**config.mk**
```make
export PLATFORM = sky130hd
export DESIGN_NAME = alu_shared_adder
export DESIGN_NICKNAME = d
export VERILOG_FILES = /design/src/rtl/alu_pkg.sv /design/src/rtl/fa_cell.sv /design/src/rtl/ripple_adder.sv /design/src/rtl/operand_select.sv /design/src/rtl/logic_unit.sv /design/src/rtl/alu_shared_adder.sv
export SDC_FILE = /design/constraint.sdc
export NUM_CORES = 1
export LEC_CHECK = 0
export BUFFER_PORTS_ARGS = -buffer_cell sky130_fd_sc_hd__buf_2
export CAP_MARGIN = 20
export CORE_AREA = 10 10 47 49
export DETAILED_ROUTE_END_ITERATION = 6
export DIE_AREA = 0 0 57 59
export PLACE_DENSITY = 0.56
export SLEW_MARGIN = 10
export SYNTH_ARGS = -nofsm -noshare
export SYNTH_HDL_FRONTEND = slang
export SYNTH_SLANG_ARGS = --single-unit
```
**constraint.sdc**
```tcl
create_clock -name vclk -period 4.79
set_input_delay 0.958 -clock vclk [all_inputs]
set_output_delay 0.958 -clock vclk [all_outputs]
set_load 0.02 [all_outputs]
```
**src/rtl/alu_pkg.sv**
```systemverilog
package alu_pkg;

    localparam int OPND_W = 4;
    localparam int CODE_W = 3;

    typedef enum logic [CODE_W-1:0] {
        OP_ADD  = 3'b000,
        OP_DBL  = 3'b001,
        OP_INC1 = 3'b010,
        OP_INC2 = 3'b011,
        OP_NOTA = 3'b100,
        OP_AND  = 3'b101,
        OP_OR   = 3'b110,
        OP_XOR  = 3'b111
    } alu_op_e;

    typedef enum logic [1:0] {
        BSRC_B    = 2'b00,
        BSRC_A    = 2'b01,
        BSRC_ZERO = 2'b10,
        BSRC_ONE  = 2'b11
    } bsrc_e;

    function automatic bsrc_e bsrc_of(input logic [CODE_W-1:0] code);
        return bsrc_e'(code[1:0]);
    endfunction

    function automatic logic is_logic_op(input logic [CODE_W-1:0] code);
        return code[CODE_W-1];
    endfunction

    function automatic logic carry_in_of(input logic [CODE_W-1:0] code);
        return code[1];
    endfunction

endpackage

```
**src/rtl/fa_cell.sv**
```systemverilog
module fa_cell (
    input  logic x,
    input  logic y,
    input  logic ci,
    output logic s,
    output logic co
);
    assign s  = x ^ y ^ ci;
    assign co = (x & y) | (ci & (x ^ y));
endmodule

```
**src/rtl/ripple_adder.sv**
```systemverilog
module ripple_adder #(
    parameter int W = alu_pkg::OPND_W
) (
    input  logic [W-1:0] x,
    input  logic [W-1:0] y,
    input  logic         ci,
    output logic [W-1:0] sum,
    output logic         co
);
    logic [W:0] carry;
    assign carry[0] = ci;

    for (genvar i = 0; i < W; i++) begin : g_bit
        fa_cell u_fa (
            .x  (x[i]),
            .y  (y[i]),
            .ci (carry[i]),
            .s  (sum[i]),
            .co (carry[i+1])
        );
    end

    assign co = carry[W];

    // The cell chain must agree with whole-word arithmetic
    always_comb begin
        assert_chain_sum_R1: assert ({co, sum} == ({1'b0, x} + {1'b0, y} + {{W{1'b0}}, ci}))
            else $error("ripple chain disagrees with word sum");
    end
endmodule

```
**src/rtl/operand_select.sv**
```systemverilog
module operand_select #(
    parameter int W = alu_pkg::OPND_W
) (
    input  alu_pkg::bsrc_e sel,
    input  logic [W-1:0]   a,
    input  logic [W-1:0]   b,
    output logic [W-1:0]   y_opnd
);
    import alu_pkg::*;

    always_comb begin
        case (sel)
            BSRC_B:    y_opnd = b;
            BSRC_A:    y_opnd = a;
            BSRC_ZERO: y_opnd = '0;
            default:   y_opnd = {{(W-1){1'b0}}, 1'b1};
        endcase
    end

    // Constant sources never place more than one bit, and only bit 0
    always_comb begin
        if (sel == BSRC_ZERO || sel == BSRC_ONE) begin
            assert_const_operand_R4: assert ($countones(y_opnd) <= 1 && y_opnd[W-1:1] == '0)
                else $error("constant operand has stray bits");
        end
    end
endmodule

```
**src/rtl/logic_unit.sv**
```systemverilog
module logic_unit #(
    parameter int W = alu_pkg::OPND_W
) (
    input  logic [1:0]   fn,
    input  logic [W-1:0] a,
    input  logic [W-1:0] b,
    output logic [W-1:0] res
);
    always_comb begin
        case (fn)
            2'b00:   res = ~a;
            2'b01:   res = a & b;
            2'b10:   res = a | b;
            default: res = a ^ b;
        endcase
    end

    // XOR equals OR with the common bits removed
    always_comb begin
        if (fn == 2'b11) begin
            assert_xor_identity_R8: assert (res == ((a | b) & ~(a & b)))
                else $error("xor result inconsistent");
        end
        if (fn == 2'b00) begin
            assert_not_disjoint_R5: assert ((res & a) == '0 && (res | a) == '1)
                else $error("not result inconsistent");
        end
    end
endmodule

```
**src/rtl/alu_shared_adder.sv**
```systemverilog
module alu_shared_adder #(
    parameter int W = alu_pkg::OPND_W
) (
    input  logic [W-1:0]               a_in,
    input  logic [W-1:0]               b_in,
    input  logic [alu_pkg::CODE_W-1:0] op_sel,
    output logic [W:0]                 y_out
);
    import alu_pkg::*;

    logic [W-1:0] add_rhs;
    logic [W-1:0] add_sum;
    logic         add_co;
    logic [W-1:0] lu_res;
    alu_op_e      op;

    assign op = alu_op_e'(op_sel);

    operand_select #(.W(W)) u_sel (
        .sel    (bsrc_of(op_sel)),
        .a      (a_in),
        .b      (b_in),
        .y_opnd (add_rhs)
    );

    ripple_adder #(.W(W)) u_add (
        .x   (a_in),
        .y   (add_rhs),
        .ci  (carry_in_of(op_sel)),
        .sum (add_sum),
        .co  (add_co)
    );

    logic_unit #(.W(W)) u_lu (
        .fn  (op_sel[1:0]),
        .a   (a_in),
        .b   (b_in),
        .res (lu_res)
    );

    assign y_out = is_logic_op(op_sel) ? {1'b0, lu_res} : {add_co, add_sum};

    always_comb begin
        if (is_logic_op(op_sel)) begin
            assert_logic_top_zero_R6: assert (y_out[W] == 1'b0)
                else $error("logic result has carry bit set");
        end
        if (op == OP_DBL) begin
            assert_double_shift_R2: assert (y_out == {a_in, 1'b0})
                else $error("doubling wrong");
        end
        if (op == OP_INC1) begin
            assert_inc_one_R3: assert (y_out == ({1'b0, a_in} + 1'b1))
                else $error("increment by one wrong");
        end
        if (op == OP_INC2) begin
            assert_inc_two_R4: assert (y_out == ({1'b0, a_in} + 2'd2))
                else $error("increment by two wrong");
        end
    end
endmodule

```
==> run_results.csv, run 1 <==
group,metric,value,unit
outcome,status,"completed",
synth,yosys_warnings,0,
worst_setup_path,slowest_stage,"fa_1",
synth,synth_mux_area_share,6.52,%
timing,drv_slew,0,
placed_design,dpl_cell_area,542,µm²
floorplan,core_area,1400,µm²
grt,grt_pass1_vias,461,
placed_design,dp_hpwl,903,µm
detailed_routing,wire_per_inst,11.1,µm
floorplan,die-area,3360,µm²
placed_design,dp_slack,0.502,ns
placed_design,portBuffers,16,
synth,synth_compound_area_share,21.5,%
layout,diodes,0,
placed_design,gp_congestion,0.668,
placed_design,dp.cells,90,
timing,fin_ws,0.521,ns
timing,setup-violations-final,0,
timing,tns,0,ns
synth,synth_seq_area_share,0,%
timing,max_freq,0.234,GHz
clock_tree,postCtsSetupBuffers,0,
job,maxCapViolCount,0,
grt,globalRouteOverflowTotal,0,
grt,antenna_found_initial,0,
detailed_routing,antenna_left,0,
layout,design.seq.count,0,
layout,clock_buffers,0,
synth,synth.avg_cell_area,7.80,µm²
pwr,finalPower,55.8,µW
grt,grt_pass1_wl,1830,µm
pwr,power.density,103,nW/µm²
timing,period_share,89.1,%
floorplan,rows,14,
timing,hold_viol,0,
synth,synth_top_family_by_area,"adder cells",
synth,synth_fa_ha_area_share,39.1,%
layout,area_growth,17.7,%
floorplan,num_io_pins,16,
detailed_routing,drt-total-wl,997,µm
layout,layoutNonFillerInstCount,90,
layout,drive_above_1_share,25.7,%
synth,synthSimpleGateAreaFrac,15.8,%
worst_setup_path,critPathMaxStageDelay,0.49,ns
detailed_routing,routed_via_density,4.78,
synth,synth_cell_types,19,
synth,syn-cell-area,460,µm²
pwr,leakage,0.310,nW
timing,grt_setup_unrepaired,"no",
worst_setup_path,worstSetupEndpointType,"output port",
detailed_routing,firstDrtPassIters,2,
floorplan,initial_core_util,32.9,%
worst_hold_path,hold_class,"in -> out",
timing,min_period,4.27,ns
worst_setup_path,start_kind,"input port",
timing,holdWs,2.27,ns
worst_setup_path,cp.required,3.83,ns
layout,regArea,0,µm²
layout,final_cell_mix,"buf_2, inv_1, nor2_1, ha_1",
synth,synth_fp_nets,82,
worst_setup_path,worstPathArrival,3.31,ns
grt,grt_max_degree,15,
detailed_routing,drt_drc_violations_left,0,
layout,nets,99,
layout,utilization,38.7,%
worst_setup_path,critical_path_class,"in -> out",
worst_setup_path,worst_path_most_repeated_cell,"fa_1",
floorplan,die_x,57,µm
synth,synth-xor-area-share,0,%
clock_tree,postCtsHoldBufs,0,
layout,stdcell_area,542,µm²
detailed_routing,vias,430,
timing,relSlewSlack,85.2,%
synth,syn-instance-count,59,
worst_setup_path,cp_max_fo,8,
grt,grt.total_usage,6.17,%
detailed_routing,drtIter0Drc,3,
floorplan,die_y,59,µm
clock_tree,cts.repair.resized,0,
timing,tightest_slew,0.222,ns
layout,final_common_cell,"buf_2",
pwr,peakVddDrop,0.0411,mV
worst_setup_path,path_cells,"buf_2 -> o21ai_0 -> o31a_1 -> fa_1 -> inv_1 -> fa_1 -> fa_1 -> fa_1 -> inv_1 -> o221ai_1 -> buf_2",
-- routing by layer --
layer	track usage, %	routed length, µm	vias to the layer above
met5	0	0	-
met4	0	0	0
met3	0.858	41	0
met2	13.5	557	9
met1	6.14	398	195
li1	-	-	226
-- critical path, delay by kind of cell --
family	cells	cell delay (ns)
adders and majority gates	4	1.43
buffers and inverters	4	0.43
AOI/OAI and AO/OA	3	0.48
-- worst paths after layout --
kind | slack [ns] | start | end | cells after the start
max | 0.52 | op_sel[1] | y_out[3] | 11
min | 2.27 | op_sel[2] | y_out[4] | 3
-- logic make-up after synthesis --
kind of cell	Yosys count
buffers and inverters	16
AO/OA/AOI/OAI	14
AND/OR/NAND/NOR	14
adder cells (fa/ha/maj)	12
multiplexers	3
-- final cells by class --
type	count	area, µm²
multi-input cells	43	382
repair buffers	17	87.6
well taps	16	20.0
fillers	168	860
inverters	14	52.6
-- Yosys cell counts, types with 2 or more instances --
cell / instances / area, µm²
o211ai_1: 3 / 22.5
ha_1: 8 / 100
o221ai_1: 3 / 26.3
nor2_1: 8 / 30.0
fa_1: 4 / 80.1
or2b_1: 2 / 15.0
a21oi_1: 4 / 20.0
inv_1: 14 / 52.6
mux2i_1: 3 / 30.0
-- where the power goes --
part           internal (mW)  switching [mW]
registers                  0               0
clock network              0               0
logic                 0.0232          0.0326
No activity file was read; power rests on OpenSTA's default activity.
==> run 2, diff against run 1 <==
==> constraint.sdc (replaced) <==
create_clock -name vclk -period 4.79
set_input_delay 0.479 -clock vclk [all_inputs]
set_output_delay 0.479 -clock vclk [all_outputs]
set_load 0.02 [all_outputs]
==> run_results.csv, run 2 (synthesis gave the netlist of run 1 again) <==
group,metric,value,unit
timing,period_share,69.5,%
timing,setup-violations-final,0,
timing,tns,0,ns
floorplan,rows,14,
detailed_routing,drt-total-wl,912,µm
floorplan,die_x,57,µm
placed_design,dp_hpwl,800,µm
grt,globalRouteOverflowTotal,0,
layout,utilization,38.1,%
layout,regArea,0,µm²
worst_setup_path,worstPathArrival,2.85,ns
layout,final_cell_mix,"buf_2, inv_1, nor2_1, ha_1",
worst_setup_path,worst_path_most_repeated_cell,"fa_1",
outcome,status,"completed",
layout,nets,98,
grt,grt.total_usage,5.27,%
worst_setup_path,cp-startpoint,"op_sel[0]",
placed_design,dp.cells,89,
clock_tree,cts.repair.resized,0,
timing,drv_slew,0,
worst_setup_path,cp.required,4.31,ns
layout,layoutNonFillerInstCount,89,
detailed_routing,routed_via_density,4.64,
layout,design.seq.count,0,
worst_setup_path,critical_path_class,"in -> out",
timing,tightest_slew,0.357,ns
worst_setup_path,worstSetupEndpointType,"output port",
detailed_routing,antenna_left,0,
floorplan,die_y,59,µm
grt,grt_pass1_vias,414,
pwr,power.density,102,nW/µm²
pwr,leakage,0.305,nW
detailed_routing,drt_drc_violations_left,0,
worst_setup_path,path_cells,"buf_2 -> o21ai_0 -> o31a_1 -> fa_1 -> inv_1 -> fa_1 -> fa_1 -> fa_1 -> inv_1 -> o221ai_1 -> buf_2",
detailed_routing,wire_per_inst,10.2,µm
worst_hold_path,hold_class,"in -> out",
detailed_routing,drtIter0Drc,4,
pwr,peakVddDrop,0.0408,mV
grt,antenna_found_initial,0,
timing,hold_viol,0,
timing,relSlewSlack,76.2,%
detailed_routing,vias,413,
floorplan,num_io_pins,16,
placed_design,portBuffers,16,
detailed_routing,firstDrtPassIters,3,
grt,grt_pass1_wl,1630,µm
layout,clock_buffers,0,
timing,min_period,3.33,ns
grt,grt_max_degree,22,
worst_setup_path,critPathTopFamily,"adder cells",
floorplan,initial_core_util,32.9,%
layout,area_growth,16.0,%
worst_setup_path,worst-path-buf-inv,4,
floorplan,die-area,3360,µm²
layout,drive_above_1_share,24.7,%
timing,grt_setup_unrepaired,"no",
floorplan,core_area,1400,µm²
placed_design,gp_congestion,0.649,
pwr,finalPower,54.5,µW
clock_tree,postCtsSetupBuffers,0,
worst_setup_path,start_kind,"input port",
job,maxCapViolCount,0,
worst_setup_path,critPathMaxStageDelay,0.48,ns
clock_tree,postCtsHoldBufs,0,
layout,diodes,0,
worst_setup_path,cp_max_fo,21,
worst_setup_path,slowest_stage,"fa_1",
layout,final_common_cell,"buf_2",
worst_hold_path,hold_start,"op_sel[2]",
timing,max_freq,0.301,GHz
-- run 2: through the flow --
| step | setup WS, ns | hold WS [ns] | cell area (µm²) |
|---|---|---|---|
| finish | 1.46 | 1.32 | 534 |
| floorplan | 1.51 | 1.04 | 460 |
| global placement | 1.48 | 1.33 | 534 |
| CTS | 1.46 | 1.33 | 534 |
| detailed placement | 1.47 | 1.33 | 534 |
| global route | 1.25 | 1.36 | 534 |
-- run 2: area by class of cell --
cell class	count	area, µm²
timing repair buffer	16	80.1
inverter	14	52.6
tap	16	20.0
fill	166	867
multi-input combinational	43	382
-- run 2: power breakdown --
part           internal (mW)  switching [mW]
registers                  0               0
logic                 0.0225          0.0320
clock network              0               0
-- run 2: final timing paths --
path,cells after the start,slack [ns],end
worst min-delay path,3,1.32,y_out[4]
worst max-delay path,11,1.46,y_out[3]
-- run 2: per-layer routing --
layer	share of wire [%]	vias up	track usage, %
li1	-	225	-
met3	5.2	0	0.858
met2	50	9	10.2
met5	0	-	0
met1	45	179	6.15
met4	0	0	0
==> run 3, diff against run 2 <==
clock period = 3.4 ns   (was 4.79 ns; I/O delays follow)
==> run_results.csv, run 3 (synthesis gave the netlist of run 1 again) <==
group,metric,value,unit
timing,tightest_slew,0.215,ns
detailed_routing,drt-total-wl,936,µm
detailed_routing,wire_per_inst,10.4,µm
pwr,power.density,144,nW/µm²
timing,tns,0,ns
timing,drv_slew,0,
worst_hold_path,hold_end,"y_out[4]",
placed_design,portBuffers,16,
worst_setup_path,cp.required,3.06,ns
timing,period_share,88.6,%
layout,stdcell_area,542,µm²
worst_setup_path,worstPathArrival,2.67,ns
pwr,leakage,0.310,nW
worst_setup_path,worstSetupEndpointType,"output port",
grt,grt_pass1_wl,1790,µm
placed_design,gp_congestion,0.685,
layout,drive_above_1_share,25.7,%
grt,antenna_found_initial,0,
floorplan,rows,14,
timing,fin_ws,0.387,ns
placed_design,dpl_cell_area,542,µm²
worst_hold_path,hold_start,"op_sel[2]",
grt,globalRouteOverflowTotal,0,
grt,grt_max_degree,15,
detailed_routing,drt_drc_violations_left,0,
floorplan,die_x,57,µm
worst_setup_path,cp_max_fo,8,
timing,relSlewSlack,85.7,%
layout,design.seq.count,0,
placed_design,dp_hpwl,841,µm
clock_tree,cts.repair.resized,0,
layout,nets,99,
grt,grt_pass1_vias,442,
detailed_routing,firstDrtPassIters,4,
floorplan,num_io_pins,16,
layout,diodes,0,
job,maxCapViolCount,0,
layout,fill_cells,161,
worst_setup_path,critical_path_class,"in -> out",
grt,grt.total_usage,5.87,%
layout,regArea,0,µm²
outcome,status,"completed",
clock_tree,postCtsHoldBufs,0,
worst_hold_path,hold_class,"in -> out",
detailed_routing,drtIter0Drc,4,
detailed_routing,antenna_left,0,
pwr,peakVddDrop,0.0647,mV
placed_design,dp_slack,0.366,ns
timing,min_period,3.01,ns
layout,clock_buffers,0,
detailed_routing,vias,427,
layout,final_common_cell,"buf_2",
floorplan,die_y,59,µm
layout,final_cell_mix,"buf_2, inv_1, nor2_1, ha_1",
timing,hold_viol,0,
timing,grt_setup_unrepaired,"no",
floorplan,core_area,1400,µm²
layout,area_growth,17.7,%
detailed_routing,routed_via_density,4.74,
timing,max_freq,0.332,GHz
floorplan,die-area,3360,µm²
timing,setup-violations-final,0,
floorplan,initial_core_util,32.9,%
clock_tree,postCtsSetupBuffers,0,
worst_hold_path,whs_path_depth,3,
worst_setup_path,start_kind,"input port",
-- run 3: cell count changes in the layout (fill, tap and decap cells not counted) --
cell / change
buf_4: +1
-- run 3: critical path: stages --
cell and delay (ns):
buf_2 0.15, o21ai_0 0.16, o31a_1 0.17, fa_1 0.16
inv_1 0.05, fa_1 0.37, fa_1 0.39, fa_1 0.49
inv_1 0.04, o221ai_1 0.16, buf_2 0.19
-- run 3: cell type report --
| class | instances | area [µm²] | share of cell area, % |
|---|---|---|---|
| Inverter | 14 | 52.6 | 9.70 |
| Timing Repair Buffer | 17 | 87.6 | 16.2 |
| Multi-Input combinational cell | 43 | 382 | 70.4 |
| Tap cell | 16 | 20.0 | 3.70 |
-- run 3: worst max-delay path by stage --
| stage | cells after the start | to | startpoint | slack, ns |
|---|---|---|---|---|
| 2_1_floorplan | 11 | y_out[3] | op_sel[0] | 0.39 |
| 3_3_place_gp | 11 | y_out[3] | op_sel[1] | 0.38 |
| 3_5_place_dp | 11 | y_out[3] | op_sel[1] | 0.37 |
| 4_1_cts | 11 | y_out[3] | op_sel[1] | 0.36 |
| 5_1_grt | 11 | y_out[3] | op_sel[1] | 0.20 |
| 6_report | 11 | y_out[3] | op_sel[1] | 0.39 |
-- run 3: per-stage QoR --
stage                     instances  utilization (%)  hold slack [ns]  power, mW
after floorplan                  59                -            0.758     0.0541
after global placement           90             38.7             1.05     0.0789
after detailed placement         90             38.7             1.04     0.0798
after CTS                        90             38.7             1.05     0.0800
after global routing             90             38.7             1.08     0.0931
final                            90             38.7             1.04     0.0781
-- run 3: power by group --
| group | switching, mW | internal [mW] | total, mW |
|---|---|---|---|
| registers | 0 | 0 | 0 |
| logic | 0.0456 | 0.0325 | 0.0781 |
| clock network | 0 | 0 | 0 |
-- run 3: layer usage --
metal	global-route usage [%]	vias up	routed length [µm]	part of all wire [%]
met5	0	-	0	0
met4	0	0	0	0
met3	1.07	0	48	5.1
met2	11.2	9	462	49
met1	6.98	191	425	45
li1	-	227	-	-
